## config.mk

```make
export PLATFORM = sky130hd
export DESIGN_NAME = bus_cycle_sampler
export DESIGN_NICKNAME = d
export VERILOG_FILES = /design/src/rtl/bcs_pkg.sv /design/src/rtl/bcs_pipe.sv /design/src/rtl/bcs_deglitch.sv /design/src/rtl/bcs_write_capture.sv /design/src/rtl/bcs_read_detect.sv /design/src/rtl/bus_cycle_sampler.sv
export SDC_FILE = /design/constraint.sdc
export NUM_CORES = 1
export LEC_CHECK = 0
export ABC_AREA = 1
export BUFFER_PORTS_ARGS = -buffer_cell sky130_fd_sc_hd__buf_4
export CAP_MARGIN = 40
export CELL_PAD_IN_SITES_DETAIL_PLACEMENT = 0
export CELL_PAD_IN_SITES_GLOBAL_PLACEMENT = 1
export CORE_MARGIN = 5
export CORE_UTILIZATION = 48
export CTS_BUF_LIST = sky130_fd_sc_hd__clkbuf_16
export DETAILED_ROUTE_END_ITERATION = 10
export PLACE_DENSITY_LB_ADDON = 0.1
export SYNTH_ARGS = -nofsm -noshare
export SYNTH_HDL_FRONTEND = slang
export SYNTH_SLANG_ARGS = --single-unit
```

## constraint.sdc

```tcl
create_clock -name clk -period 3.7 [get_ports clk]
set_input_delay 1.11 -clock clk [delete_from_list [all_inputs] [get_ports clk]]
set_output_delay 1.11 -clock clk [all_outputs]
set_load 0.02 [all_outputs]
```

## src/rtl/bcs_pkg.sv

```systemverilog
package bcs_pkg;
   // Index of each control pin inside the synchronized control vector
   localparam int PIN_CE   = 0;
   localparam int PIN_WE   = 1;
   localparam int PIN_OE   = 2;
   localparam int NUM_CTRL = 3;
endpackage

```

## src/rtl/bcs_pipe.sv

```systemverilog
// Plain register chain used both as synchronizer and as alignment delay.
module bcs_pipe #(
   parameter int W     = 1,
   parameter int DEPTH = 2
) (
   input  logic         clk,
   input  logic [W-1:0] din,
   output logic [W-1:0] dout
);
   logic [W-1:0] stg [DEPTH];

   always_ff @(posedge clk) stg[0] <= din;

   generate
      for (genvar i = 1; i < DEPTH; i++) begin : g_stage
         always_ff @(posedge clk) stg[i] <= stg[i-1];
      end
   endgenerate

   assign dout = stg[DEPTH-1];
endmodule

```

## src/rtl/bcs_deglitch.sv

```systemverilog
// A new level is passed on only after it has been seen for HOLD samples in a row.
module bcs_deglitch #(
   parameter int HOLD = 3
) (
   input  logic clk,
   input  logic rst_n,
   input  logic din,
   output logic dout
);
   generate
      if (HOLD <= 1) begin : g_direct
         always_ff @(posedge clk) dout <= din;
      end else begin : g_count
         localparam int CW = $clog2(HOLD + 1);
         logic [CW-1:0] cnt;
         always_ff @(posedge clk) begin
            if (!rst_n) begin
               dout <= din;            // track the pin so release makes no false edge
               cnt  <= '0;
            end else if (din == dout) begin
               cnt  <= '0;
            end else if (cnt == CW'(HOLD - 1)) begin
               dout <= din;
               cnt  <= '0;
            end else begin
               cnt  <= cnt + 1'b1;
            end
         end
      end
   endgenerate
endmodule

```

## src/rtl/bcs_write_capture.sv

```systemverilog
// Frames write cycles: address at the opening edge, data at the closing edge.
module bcs_write_capture #(
   parameter int ADDR_W = 20,
   parameter int DATA_W = 8
) (
   input  logic              clk,
   input  logic              rst_n,
   input  logic              act,
   input  logic              oe_hi,
   input  logic [ADDR_W-1:0] addr_in,
   input  logic [DATA_W-1:0] data_in,
   output logic              wr_strobe,
   output logic [ADDR_W-1:0] wr_addr,
   output logic [DATA_W-1:0] wr_data
);
   logic              act_q;
   logic              in_cyc;
   logic              oe_good;
   logic [ADDR_W-1:0] addr_hold;
   logic              open_evt;
   logic              close_evt;

   assign open_evt  = act && !act_q;
   assign close_evt = !act && act_q;

   always_ff @(posedge clk) begin
      if (!rst_n) begin
         act_q     <= act;     // a cycle already open at release never opens
         in_cyc    <= 1'b0;
         oe_good   <= 1'b0;
         addr_hold <= '0;
         wr_strobe <= 1'b0;
         wr_addr   <= '0;
         wr_data   <= '0;
      end else begin
         act_q     <= act;
         wr_strobe <= 1'b0;
         if (open_evt) begin
            in_cyc    <= 1'b1;
            addr_hold <= addr_in;
            oe_good   <= oe_hi;
         end else if (in_cyc && act) begin
            oe_good   <= oe_good && oe_hi;
         end
         if (close_evt && in_cyc) begin
            in_cyc <= 1'b0;
            if (oe_good && oe_hi) begin
               wr_strobe <= 1'b1;
               wr_addr   <= addr_hold;
               wr_data   <= data_in;
            end
         end
      end
   end
endmodule

```

## src/rtl/bcs_read_detect.sv

```systemverilog
// Flags a new read on select assertion or on an address move under select.
module bcs_read_detect #(
   parameter int ADDR_W = 20
) (
   input  logic              clk,
   input  logic              rst_n,
   input  logic              sel,
   input  logic [ADDR_W-1:0] addr,
   output logic              rd_start
);
   logic              sel_q;
   logic [ADDR_W-1:0] addr_q;

   always_ff @(posedge clk) begin
      if (!rst_n) begin
         sel_q    <= sel;
         addr_q   <= addr;
         rd_start <= 1'b0;
      end else begin
         sel_q    <= sel;
         addr_q   <= addr;
         rd_start <= (sel && !sel_q) || (sel && sel_q && (addr != addr_q));
      end
   end
endmodule

```

## src/rtl/bus_cycle_sampler.sv

```systemverilog
module bus_cycle_sampler
   import bcs_pkg::*;
#(
   parameter int ADDR_W      = 20,
   parameter int DATA_W      = 8,
   parameter int SYNC_STAGES = 2,
   parameter int GLITCH_CYC  = 3
) (
   input  logic              clk,
   input  logic              rst_n,
   input  logic              ce_n,
   input  logic              we_n,
   input  logic              oe_n,
   input  logic [ADDR_W-1:0] addr_in,
   input  logic [DATA_W-1:0] data_in,
   output logic              wr_strobe,
   output logic [ADDR_W-1:0] wr_addr,
   output logic [DATA_W-1:0] wr_data,
   output logic              rd_start,
   output logic              dq_oe
);
   // Bus values are delayed to match the filtered strobes
   localparam int DLY   = SYNC_STAGES + GLITCH_CYC;
   localparam int BUS_W = ADDR_W + DATA_W;

   generate
      if (SYNC_STAGES < 2) begin : g_bad_sync
         $error("SYNC_STAGES must be at least 2");
      end
      if (GLITCH_CYC < 1) begin : g_bad_glitch
         $error("GLITCH_CYC must be at least 1");
      end
      if (ADDR_W < 1 || DATA_W < 1) begin : g_bad_width
         $error("bus widths must be positive");
      end
   endgenerate

   logic [NUM_CTRL-1:0] ctrl_raw;
   logic [NUM_CTRL-1:0] ctrl_sync;
   logic                ce_sync;
   logic                we_sync;
   logic                oe_sync;
   logic                ce_filt;
   logic                we_filt;
   logic                wr_act;
   logic [BUS_W-1:0]    bus_dly;
   logic [ADDR_W-1:0]   addr_dly;
   logic [DATA_W-1:0]   data_dly;
   logic                oe_drv;

   always_comb begin
      ctrl_raw         = '1;
      ctrl_raw[PIN_CE] = ce_n;
      ctrl_raw[PIN_WE] = we_n;
      ctrl_raw[PIN_OE] = oe_n;
   end

   bcs_pipe #(.W(NUM_CTRL), .DEPTH(SYNC_STAGES)) u_ctrl_sync (
      .clk  (clk),
      .din  (ctrl_raw),
      .dout (ctrl_sync)
   );

   assign ce_sync = ctrl_sync[PIN_CE];
   assign we_sync = ctrl_sync[PIN_WE];
   assign oe_sync = ctrl_sync[PIN_OE];

   bcs_pipe #(.W(BUS_W), .DEPTH(DLY)) u_bus_dly (
      .clk  (clk),
      .din  ({addr_in, data_in}),
      .dout (bus_dly)
   );

   assign addr_dly = bus_dly[BUS_W-1:DATA_W];
   assign data_dly = bus_dly[DATA_W-1:0];

   bcs_deglitch #(.HOLD(GLITCH_CYC)) u_ce_filt (
      .clk  (clk),
      .rst_n(rst_n),
      .din  (ce_sync),
      .dout (ce_filt)
   );

   bcs_deglitch #(.HOLD(GLITCH_CYC)) u_we_filt (
      .clk  (clk),
      .rst_n(rst_n),
      .din  (we_sync),
      .dout (we_filt)
   );

   assign wr_act = !ce_filt && !we_filt;

   bcs_write_capture #(.ADDR_W(ADDR_W), .DATA_W(DATA_W)) u_wr (
      .clk      (clk),
      .rst_n    (rst_n),
      .act      (wr_act),
      .oe_hi    (oe_sync),
      .addr_in  (addr_dly),
      .data_in  (data_dly),
      .wr_strobe(wr_strobe),
      .wr_addr  (wr_addr),
      .wr_data  (wr_data)
   );

   bcs_read_detect #(.ADDR_W(ADDR_W)) u_rd (
      .clk     (clk),
      .rst_n   (rst_n),
      .sel     (!ce_filt),
      .addr    (addr_dly),
      .rd_start(rd_start)
   );

   always_ff @(posedge clk) begin
      if (!rst_n) oe_drv <= 1'b0;
      else        oe_drv <= !ce_filt && !oe_sync;
   end

   // Reset blanks the driver at once, without waiting for a clock
   assign dq_oe = rst_n && oe_drv;
endmodule

```

# After elaboration in Yosys (flattened, before gate mapping)
# Memories as Yosys holds them, arrays and structs flattened.
# Index checks and enable logic that the tools add are counted.
# totals
regBits	81
out_inout_bits	31
mem_count	2
in_bits	33
wordCells	64
mem_bits_rw	146
# memory_table
name	depth	width	rd	rd_ports_with_merged_regs	write_ports	line	source
u_bus_dly.stg	5	28	5	0	5	bcs_pipe.sv:10	logic [W-1:0] stg [DEPTH];
u_ctrl_sync.stg	2	3	2	0	2	bcs_pipe.sv:10	
# op_classes
eq_ne	9
bitwise_logic	1
mux	9
reduce_logical	26
addsub	2
# op_table
operator	n
20-bit inequality test	1
1-bit logical AND	11
1-bit two-way mux	9
2-bit AND reduction	4
1-bit zero test	6
3-bit OR reduction	2
2-bit by 1-bit adder with 2-bit output (second input constant)	2
2-bit equality test (second input constant)	2
2-bit by 1-bit inequality test with 1-bit output (second input constant)	2
2-bit inequality test (second input constant)	2
1-bit equality test	2
2-bit nonzero test	1
2-bit OR reduction	1
1-bit logical OR	1
1-bit NOT	1

# Longest topological paths before layout
# Gate-level depths: netlist (run 1).
# depth
ltp_word	6
ltp_mapped	9
ltp_nobuf	9

# Hierarchy
# A second synthesis (run 1) with hierarchy kept.
# hier_totals
cells_unflattened	588
area_unflattened_um2	6157.2
# modules_own_cells
module	cells_each	instances	seq_area_each_um2	area_per_inst_um2
bcs_pipe (u_bus_dly)	140	1	2802.7	2802.7
bcs_write_capture	266	1	1041.0	1986.9
bcs_read_detect	132	1	440.4	867.1
bcs_deglitch	17	2	70.1	155.1
bcs_pipe (u_ctrl_sync)	9	1	120.1	142.6
bus_cycle_sampler	7	1	20.0	47.5

# Worst setup path before layout (run 1)
# OpenSTA, ideal clock, no wires.
# synth_path
path_type	input port to output port
startpoint	input port rst_n
endpoint	output port dq_oe
arrival_ns	1.755
stages	4
required_time_ns	2.590
slack_ns	0.835
n_path_buf	2
path_cell_list	clkbuf_1 > buf_1 > nand2_1 > inv_1
# synth_via
elab_chain_len	1
# synth_rtl
element	line	source
start, declared	bus_cycle_sampler.sv:10	input logic rst_n,
1-bit logical AND	bus_cycle_sampler.sv:119	assign dq_oe = rst_n && oe_drv;
end, declared	bus_cycle_sampler.sv:20	output logic dq_oe
# No other way between the ends.

# Worst setup path in the final report (run 1)
# Ends and elaborated chain as after synthesis.

==> impl_metrics.tcl, run 1 <==
set metrics [dict create \
    status "finished clean" \
    post-synth-top-count-cell "dfxtp_1" \
    synth_edf_count 2 \
    multi_input_area_um2 1010 \
    r2r_slack_ns 2.09 \
    cts_resized 0 \
    drtIter0Drc 113 \
    grt_use_met3 0.0313 \
    num_io_pins 64 \
    grt_pass1_vias 3036 \
    ys_async_sr_fraction 0 \
    core-area_um2 12000 \
    cp.arrival_ns 1.77 \
    worst-r2r-cell-count 8 \
    clock_sinks 227 \
    synth_top_family_by_area "simple AND/OR/NAND/NOR gates" \
    synth-simple-area-share 0.102 \
    syn_avg_cell_area_um2 11.3 \
    cts-buffers-inserted 22 \
    fp.dieH_um 120 \
    fin_hold_ws_ns 0.323 \
    crit_path_end_kind "output pin" \
    overflow 0 \
    p_per_area_nw_per_um2 655 \
    grt_usage 0.109 \
    syn_to_final_growth_pct 21.1 \
    cts_root_buf "clkbuf_16" \
    synth_fa_ha_area_frac 0.00428 \
    dp_cells 715 \
    ir_drop_mv 0.449 \
    clk_pin_slew_ns 0.06 \
    hold_violations 0 \
    fin_crit_sh 0.777 \
    nets 627 \
    synth.top_cell.area_share 0.770 \
    htreeDepth 1 \
    yosysTopAreaCell "dfxtp_1" \
    worst_skew_pair.late_latency_ns 0.49 \
    synth_common_cells "dfxtp_1, nor2_1, nand2_1" \
    die_width_um 120 \
    fin_crit_ns 2.88 \
    max_clock_freq_mhz 348 \
    post_cts_buffers 0 \
    netlist_area_um2 5850 \
    synthXorXnorAreaFrac 0.00449 \
    met2_usage 0.171 \
    row_count 40 \
    place_congestion 0.697 \
    drv_cap 0 \
    relSlewSlack 0.718 \
    fill_cells 994 \
    crit_path_start_kind "input port" \
    antenna_left 0 \
    wl_per_cell_um 10.3 \
    yosys_warnings 0 \
    worst_slew_pin_slew_ns 0.423 \
    synth_ff_type "dfxtp_1" \
    hold_buffers 0 \
    ff_latch_area_um2 4560 \
    drc 0 \
    worst_ep_required_time_ns 2.59 \
    gr-usage-met1 0.142 \
    drtPass1Iterations 6 \
    ys_types 23 \
    drive_gt1_frac 0.158 \
    diodes 0 \
    start_util 0.489 \
    fin_cells 753 \
    syn_inst 519 \
    path_max_fanout 54 \
    setup_tns_ns 0 \
    drv_slew 0 \
    cts_tree "built" \
    vias 3218 \
    ys_ff_latch 227 \
    antenna_found_initial 0 \
    yosysSeqAreaShare 0.780 \
    cts_buffer_depth 3 \
    mappedNetlistNets 554 \
    skew_ns 0.00990 \
    power_mw 4.64 \
    cp-startpoint "rst_n" \
    die_area_um2 14500 \
    endpoint "dq_oe" \
    setup_viol 0 \
    viasPerCell 4.27 \
    dp_hpwl_um 5200 \
    io_buffer_count 63 \
    grt_pass1_wl_um 13200 \
    synth_compound_area_frac 0.0620 \
    grt_max_degree 55 \
    hp-class "reg2reg" \
    wirelength_um 7770 \
    top_usage_layer "met2" \
    rsz0062_at_grt "no" \
    timing.rr.end "u_wr.wr_addr[6]" \
    p_leak_nw 3.23 \
    netlist_top_cells_area "dfxtp_1, nor2_1, nand2_1" \
    rr_startpoint "u_ce_filt.dout" \
    muxShareOfSynthArea 0 \
    crit_type "in2out" \
]
==> per-layer routing <==
metal | part of all wire | vias up
li1 | - | 1747
met1 | 0.48 | 1373
met3 | 0.065 | 23
met5 | 0 | -
met2 | 0.42 | 75
met4 | 0.030 | 0
==> power breakdown <==
| part | switching [mW] | leakage, nW | internal [mW] |
|---|---|---|---|
| combinational | 0.0633 | 0.990 | 0.0581 |
| sequential | 0.0411 | 1.90 | 2.57 |
| clock | 0.828 | 0.343 | 1.08 |
| total | 0.933 | 3.23 | 3.71 |
==> registers in the layout, indices dropped and copies added, names as in the netlist, 2 cells and up <==
| signal | cells |
|---|---|
| u_wr.wr_data | 8 |
| u_we_filt.g_count.cnt | 2 |
| u_wr.wr_addr | 20 |
| u_bus_dly.stg | 140 |
| u_ce_filt.g_count.cnt | 2 |
| u_ctrl_sync.stg | 6 |
| u_rd.addr_q | 20 |
| u_wr.addr_hold | 20 |
==> kinds of logic (layout without fill, tap and decap cells) <==
| kind of cell | count (synthesis) | after routing |
|---|---|---|
| DFF | 227 | 227 |
| and+or+nand+nor | 151 | 151 |
| AOI/OAI and AO/OA | 72 | 72 |
| buffers and inverters | 64 | 151 |
| xor gates and xnor gates | 3 | 3 |
| adders and majority gates | 2 | 2 |
==> metrics by stage <==
stage	utilization	setup WS (ns)	cell area [µm²]
floorplan	-	0.835	5850
global placement	0.536	0.827	6420
detailed placement	0.539	0.815	6440
CTS	0.592	0.818	7080
global route	0.592	0.766	7080
finish	0.592	0.824	7080
==> cell usage in the layout (no fill, tap or decap), types with 2 or more instances in the layout <==
cell / n
dfxtp_1: 225
nand2_1: 62
inv_1: 54
nor2_1: 82
edfxtp_1: 2
a21oi_1: 18
clkbuf_16: 22
nor3_1: 2
nand3_1: 2
clkinv_2: 3
xnor2_1: 3
o21ai_0: 41
buf_4: 63
ha_1: 2
o21ai_1: 12
clkinv_1: 4
inv_2: 2
==> worst max-delay path, cell delays in order <==
cell,delay [ns]
buf_4,0.36
nand2_1,0.09
inv_1,0.06
buf_4,0.13
==> final cells by class <==
class	count	share of cell area
timing repair buffer	64	0.0706
inverter	49	0.0263
clock buffer	22	0.0777
clock inverter	16	0.0127
tap	147	0.0260
multi-input combinational	228	0.142
sequential	227	0.644
==> how the worst min path moves through the flow <==
stage | from | end | slack (ns) | cells after the start
after floorplan | u_bus_dly.stg[0][0] | u_bus_dly.stg[1][0] | 0.31 | 0
after global placement | u_bus_dly.stg[2][15] | u_bus_dly.stg[3][15] | 0.31 | 0
final | u_bus_dly.stg[3][26] | u_bus_dly.stg[4][26] | 0.32 | 0
after global routing | u_bus_dly.stg[0][14] | u_bus_dly.stg[1][14] | 0.33 | 0
after detailed placement | u_bus_dly.stg[0][18] | u_bus_dly.stg[1][18] | 0.31 | 0
after CTS | u_bus_dly.stg[3][14] | u_bus_dly.stg[4][14] | 0.32 | 0
(Power assumes the default switching activity.)
==> inputs of run 2 (changes only) <==
ABC_AREA = 0   (was 1)
CORE_UTILIZATION = 41   (was 48)
clock period = 2.6 ns   (was 3.7 ns; I/O delays follow)
==> impl_metrics.tcl, run 2 <==
set metrics [dict create \
    place_congestion 0.677 \
    diodes 0 \
    worst-r2r-cell-count 4 \
    grt_max_degree 57 \
    antenna_found_initial 0 \
    ir_drop_mv 0.614 \
    hp-class "reg2reg" \
    layout_commonest_cell "dfxtp_1" \
    crit_path_frequent_cell "buf_4" \
    overflow 0 \
    worst_slew_pin_slew_ns 0.790 \
    die_width_um 129 \
    die_area_um2 16600 \
    relSlewSlack 0.472 \
    synth_common_cells "dfxtp_1, nand2_1, a21boi_0" \
    crit_type "in2out" \
    dp_cells 680 \
    critPathSlowestCell "buf_4" \
    yosys_warnings 0 \
    hold_depth 0 \
    cts-buffers-inserted 23 \
    hold_buffers 0 \
    synth_ff_type "dfxtp_1" \
    cts_root_buf "clkbuf_16" \
    fin_cells 721 \
    netlist_area_um2 5790 \
    final_cell_area_um2 7090 \
    skew_ns 0.0154 \
    fin_crit_sh 0.750 \
    rsz0062_at_grt "no" \
    power_mw 6.65 \
    drv_cap 0 \
    antenna_left 0 \
    timing.rr.end "u_wr.addr_hold[6]" \
    syn_inst 449 \
    synth_edf_count 2 \
    setup_tns_ns 0 \
    drtPass1Iterations 4 \
    p_per_area_nw_per_um2 939 \
    synth.top_cell.area_share 0.778 \
    fin_hold_ws_ns 0.323 \
    wl_per_cell_um 11.7 \
    cts_resized 0 \
    clock_sinks 227 \
    core-area_um2 13900 \
    drc 0 \
    drv_slew 0 \
    cpPeakStageDelay_ns 0.15 \
    setup_viol 0 \
    yosysTopAreaCell "dfxtp_1" \
    drive_gt1_frac 0.181 \
    nets 560 \
    drtIter0Drc 97 \
    syn_to_final_growth_pct 22.4 \
    ys_ff_latch 227 \
    post_cts_buffers 0 \
    grt_pass1_vias 3074 \
    clk_pin_slew_ns 0.06 \
    holdPathEnd "u_bus_dly.stg[2][12]" \
    syn_avg_cell_area_um2 12.9 \
    yosysSeqAreaShare 0.788 \
    cts_buffer_depth 3 \
    worst_skew_pair.late_latency_ns 0.50 \
    path_max_fanout 2 \
    met2_usage 0.167 \
    htreeDepth 1 \
    r2r_slack_ns 0.95 \
    grt_use_met3 0.0340 \
    num_io_pins 64 \
    top_usage_layer "met2" \
    grt_pass1_wl_um 14400 \
    worst_ep_required_time_ns 1.82 \
    vias 2997 \
    placed_area_um2 6430 \
    fin_crit_ns 1.95 \
    ys_types 26 \
    crit_path_end_kind "output pin" \
    fp.dieH_um 129 \
    row_count 43 \
    netlist_top_cells_area "dfxtp_1, nand2_1, a21boi_0" \
    crit_chain "buf_4 > and2_1 > buf_4" \
    hold_violations 0 \
    ys_async_sr_fraction 0 \
    max_clock_freq_mhz 513 \
    crit_path_start_kind "input port" \
    status "finished clean" \
    viasPerCell 4.16 \
    cp.arrival_ns 1.17 \
    cts_tree "built" \
    min-delay-start "u_bus_dly.stg[1][12]" \
    io_buffer_count 63 \
    mappedNetlistNets 484 \
    rr_startpoint "u_ce_filt.dout" \
    grt_usage 0.107 \
    final_cell_mix "dfxtp_1, nand2_1, buf_4" \
    post-synth-top-count-cell "dfxtp_1" \
    gr-usage-met1 0.137 \
    top_register "u_bus_dly.stg" \
    dp_hpwl_um 5160 \
    p_leak_nw 2.89 \
    start_util 0.417 \
    largest_reg_flops 140 \
    wirelength_um 8460 \
]
[run 2: cell types whose count changed in the layout (fill, tap and decap cells not counted), moves of 13 or more]
cell / before / now
o21ai_0: 41 / 2
xnor2_1: 3 / 16
nand2_1: 62 / 103
a21oi_1: 18 / 1
a21boi_1: 0 / 21
nor2_1: 82 / 6
inv_1: 54 / 11
a21boi_0: 0 / 28
[run 2: critical path: cells and delay by family]
family | cells | cell delay (ns)
AND/OR/NAND/NOR | 1 | 0.13
buffers and inverters | 2 | 0.26
[run 2: worst max-delay path by stage]
stage | start | to | slack, ns | cells after the start
final | rst_n | dq_oe | 0.65 | 3
after CTS | rst_n | dq_oe | 0.65 | 3
after floorplan | rst_n | dq_oe | 0.57 | 2
after global placement | rst_n | dq_oe | 0.65 | 3
after global routing | rst_n | dq_oe | 0.63 | 3
after detailed placement | rst_n | dq_oe | 0.65 | 3
[run 2: logic make-up after synthesis]
group                      synth area share
DFF                                   0.788
AOI/OAI and AO/OA                    0.0685
buffers and inverters                0.0186
and+or+nand+nor                      0.0871
adders and majority gates           0.00432
xor gates and xnor gates             0.0333
[run 2: final cells by class]
class | instances | area, µm²
fillers | 1244 | 6800
flip-flops and latches | 227 | 4560
multi-input cells | 202 | 1120
clock buffers | 23 | 576
repair buffers | 67 | 503
well taps | 180 | 225
clock inverters | 18 | 81.3
inverters | 4 | 15.0
[run 2: per-stage QoR]
stage,setup slack [ns],util
after global placement,0.652,0.463
after global routing,0.635,0.510
after CTS,0.647,0.510
final,0.651,0.510
after floorplan,0.566,-
after detailed placement,0.654,0.463
[run 2: report_power, final]
part           switching (mW)  total (mW)  internal [mW]
clock                    1.20        2.80           1.60
sequential             0.0579        3.71           3.65
combinational          0.0628       0.144         0.0815
total                    1.32        6.65           5.33
[run 2: per-layer routing]
| layer | routed length, µm | up-vias |
|---|---|---|
| li1 | - | 1579 |
| met1 | 4000 | 1325 |
| met2 | 3580 | 68 |
| met3 | 569 | 25 |
| met4 | 307 | 0 |
| met5 | 0 | - |
==> inputs of run 3 (changes only) <==
ABC_AREA = 1   (was 0)
CORE_UTILIZATION = 44   (was 41)
clock period = 2 ns   (was 2.6 ns; I/O delays follow)
==> impl_metrics.tcl, run 3 (synthesis gave the netlist of run 1 again) <==
set metrics [dict create \
    status "finished clean" \
    wl_per_cell_um 10.8 \
    routed-wl-met2_um 3620 \
    rsz0062_at_grt "no" \
    met1Wirelength_um 4170 \
    crit_path_start_kind "register" \
    drv_slew 0 \
    relSlewSlack 0.714 \
    fin_cells 783 \
    wirelength_um 8450 \
    dp_slack_ns 0.372 \
    die_area_um2 15700 \
    vias 3204 \
    p_per_area_nw_per_um2 1240 \
    largest_reg_flops 140 \
    htreeDepth 1 \
    p_leak_nw 3.24 \
    overflow 0 \
    final_cell_area_um2 7160 \
    antenna_found_initial 0 \
    core-area_um2 13100 \
    crit_type "reg2out" \
    cts_buffer_depth 3 \
    ir_drop_mv 0.745 \
    row_count 42 \
    nets 629 \
    route.top_layer_used "met4" \
    cts_root_buf "clkbuf_16" \
    grt_max_degree 54 \
    fin_ws_ns 0.342 \
    final_util 0.545 \
    grt_pass1_wl_um 14200 \
    min-delay-start "addr_in[16]" \
    dp_hpwl_um 5440 \
    hold_buffers 0 \
    setup_tns_ns 0 \
    power_mw 8.85 \
    clk_pin_slew_ns 0.06 \
    drtIter0Drc 125 \
    drv_cap 0 \
    final_cell_mix "dfxtp_1, nor2_1, buf_4" \
    worst_slew_pin_slew_ns 0.429 \
    worst_ep_required_time_ns 1.40 \
    drc 0 \
    cp.arrival_ns 1.06 \
    dp_cells 745 \
    cp-startpoint "oe_drv" \
    rr_startpoint "u_ce_filt.dout" \
    clock_sinks 227 \
    setup_viol 0 \
    place_congestion 0.702 \
    fin_hold_ws_ns 0.201 \
    start_util 0.445 \
    skew_ns 0.00428 \
    path_max_fanout 1 \
    cts_resized 0 \
    top_register "u_bus_dly.stg" \
    diodes 0 \
    viasPerCell 4.09 \
    fp.dieH_um 125 \
    drtPass1Iterations 4 \
    hp-class "in2reg" \
    worst_skew_pair.late_latency_ns 0.50 \
    antenna_left 0 \
    die_width_um 125 \
    placed_area_um2 6480 \
    fin_crit_sh 0.829 \
    num_io_pins 64 \
    hold_violations 0 \
    grt_pass1_vias 3084 \
    cts_tree "built" \
    io_buffer_count 63 \
    drive_gt1_frac 0.161 \
    fin_crit_ns 1.66 \
    max_clock_freq_mhz 603 \
    cts-buffers-inserted 23 \
    crit_path_end_kind "output pin" \
    layout_commonest_cell "dfxtp_1" \
    syn_to_final_growth_pct 22.3 \
    post_cts_buffers 0 \
    grt_usage 0.107 \
    wl_met3_um 520 \
]
-- run 3: changes by cell type in the layout (fill, tap and decap cells not counted), moves of 13 or more --
| cell | previous run | this run |
|---|---|---|
| xnor2_1 | 16 | 3 |
| a21boi_1 | 21 | 0 |
| nand2_1 | 103 | 62 |
| nor2_1 | 6 | 82 |
| a21oi_1 | 1 | 18 |
| o21ai_0 | 2 | 41 |
| inv_1 | 11 | 51 |
| a21boi_0 | 28 | 0 |
-- run 3: layout make-up --
| class | instances | area [µm²] |
|---|---|---|
| inverter | 49 | 186 |
| multi-input combinational | 228 | 1010 |
| timing repair buffer | 65 | 500 |
| tap | 176 | 220 |
| sequential | 227 | 4560 |
| fill | 1147 | 5980 |
| clock inverter | 15 | 104 |
| clock buffer | 23 | 576 |
-- run 3: power breakdown --
group	internal [mW]	switching [mW]	leakage, nW
clock network	2.21	1.58	0.347
logic	0.107	0.118	0.992
registers	4.76	0.0779	1.90
-- run 3: worst max-delay path: stages, from the launching register on --
cell and delay (ns):
dfxtp_1 0.29, nand2_1 0.08, inv_1 0.04, buf_4 0.15
-- run 3: path summary, 6_finish.rpt --
check | end | slack (ns) | cells after the start
worst max-delay path | dq_oe | 0.34 | 3
worst min-delay path | u_bus_dly.stg[0][24] | 0.20 | 1
worst max register to register | u_wr.wr_addr[19] | 0.36 | 8
worst min register to register | u_bus_dly.stg[2][9] | 0.32 | 0
-- run 3: per-layer routing --
| layer | global-route usage | up-vias |
|---|---|---|
| met3 | 0.0362 | 12 |
| met2 | 0.166 | 66 |
| li1 | - | 1750 |
| met1 | 0.143 | 1376 |
| met5 | 0 | - |
| met4 | 0.0364 | 0 |
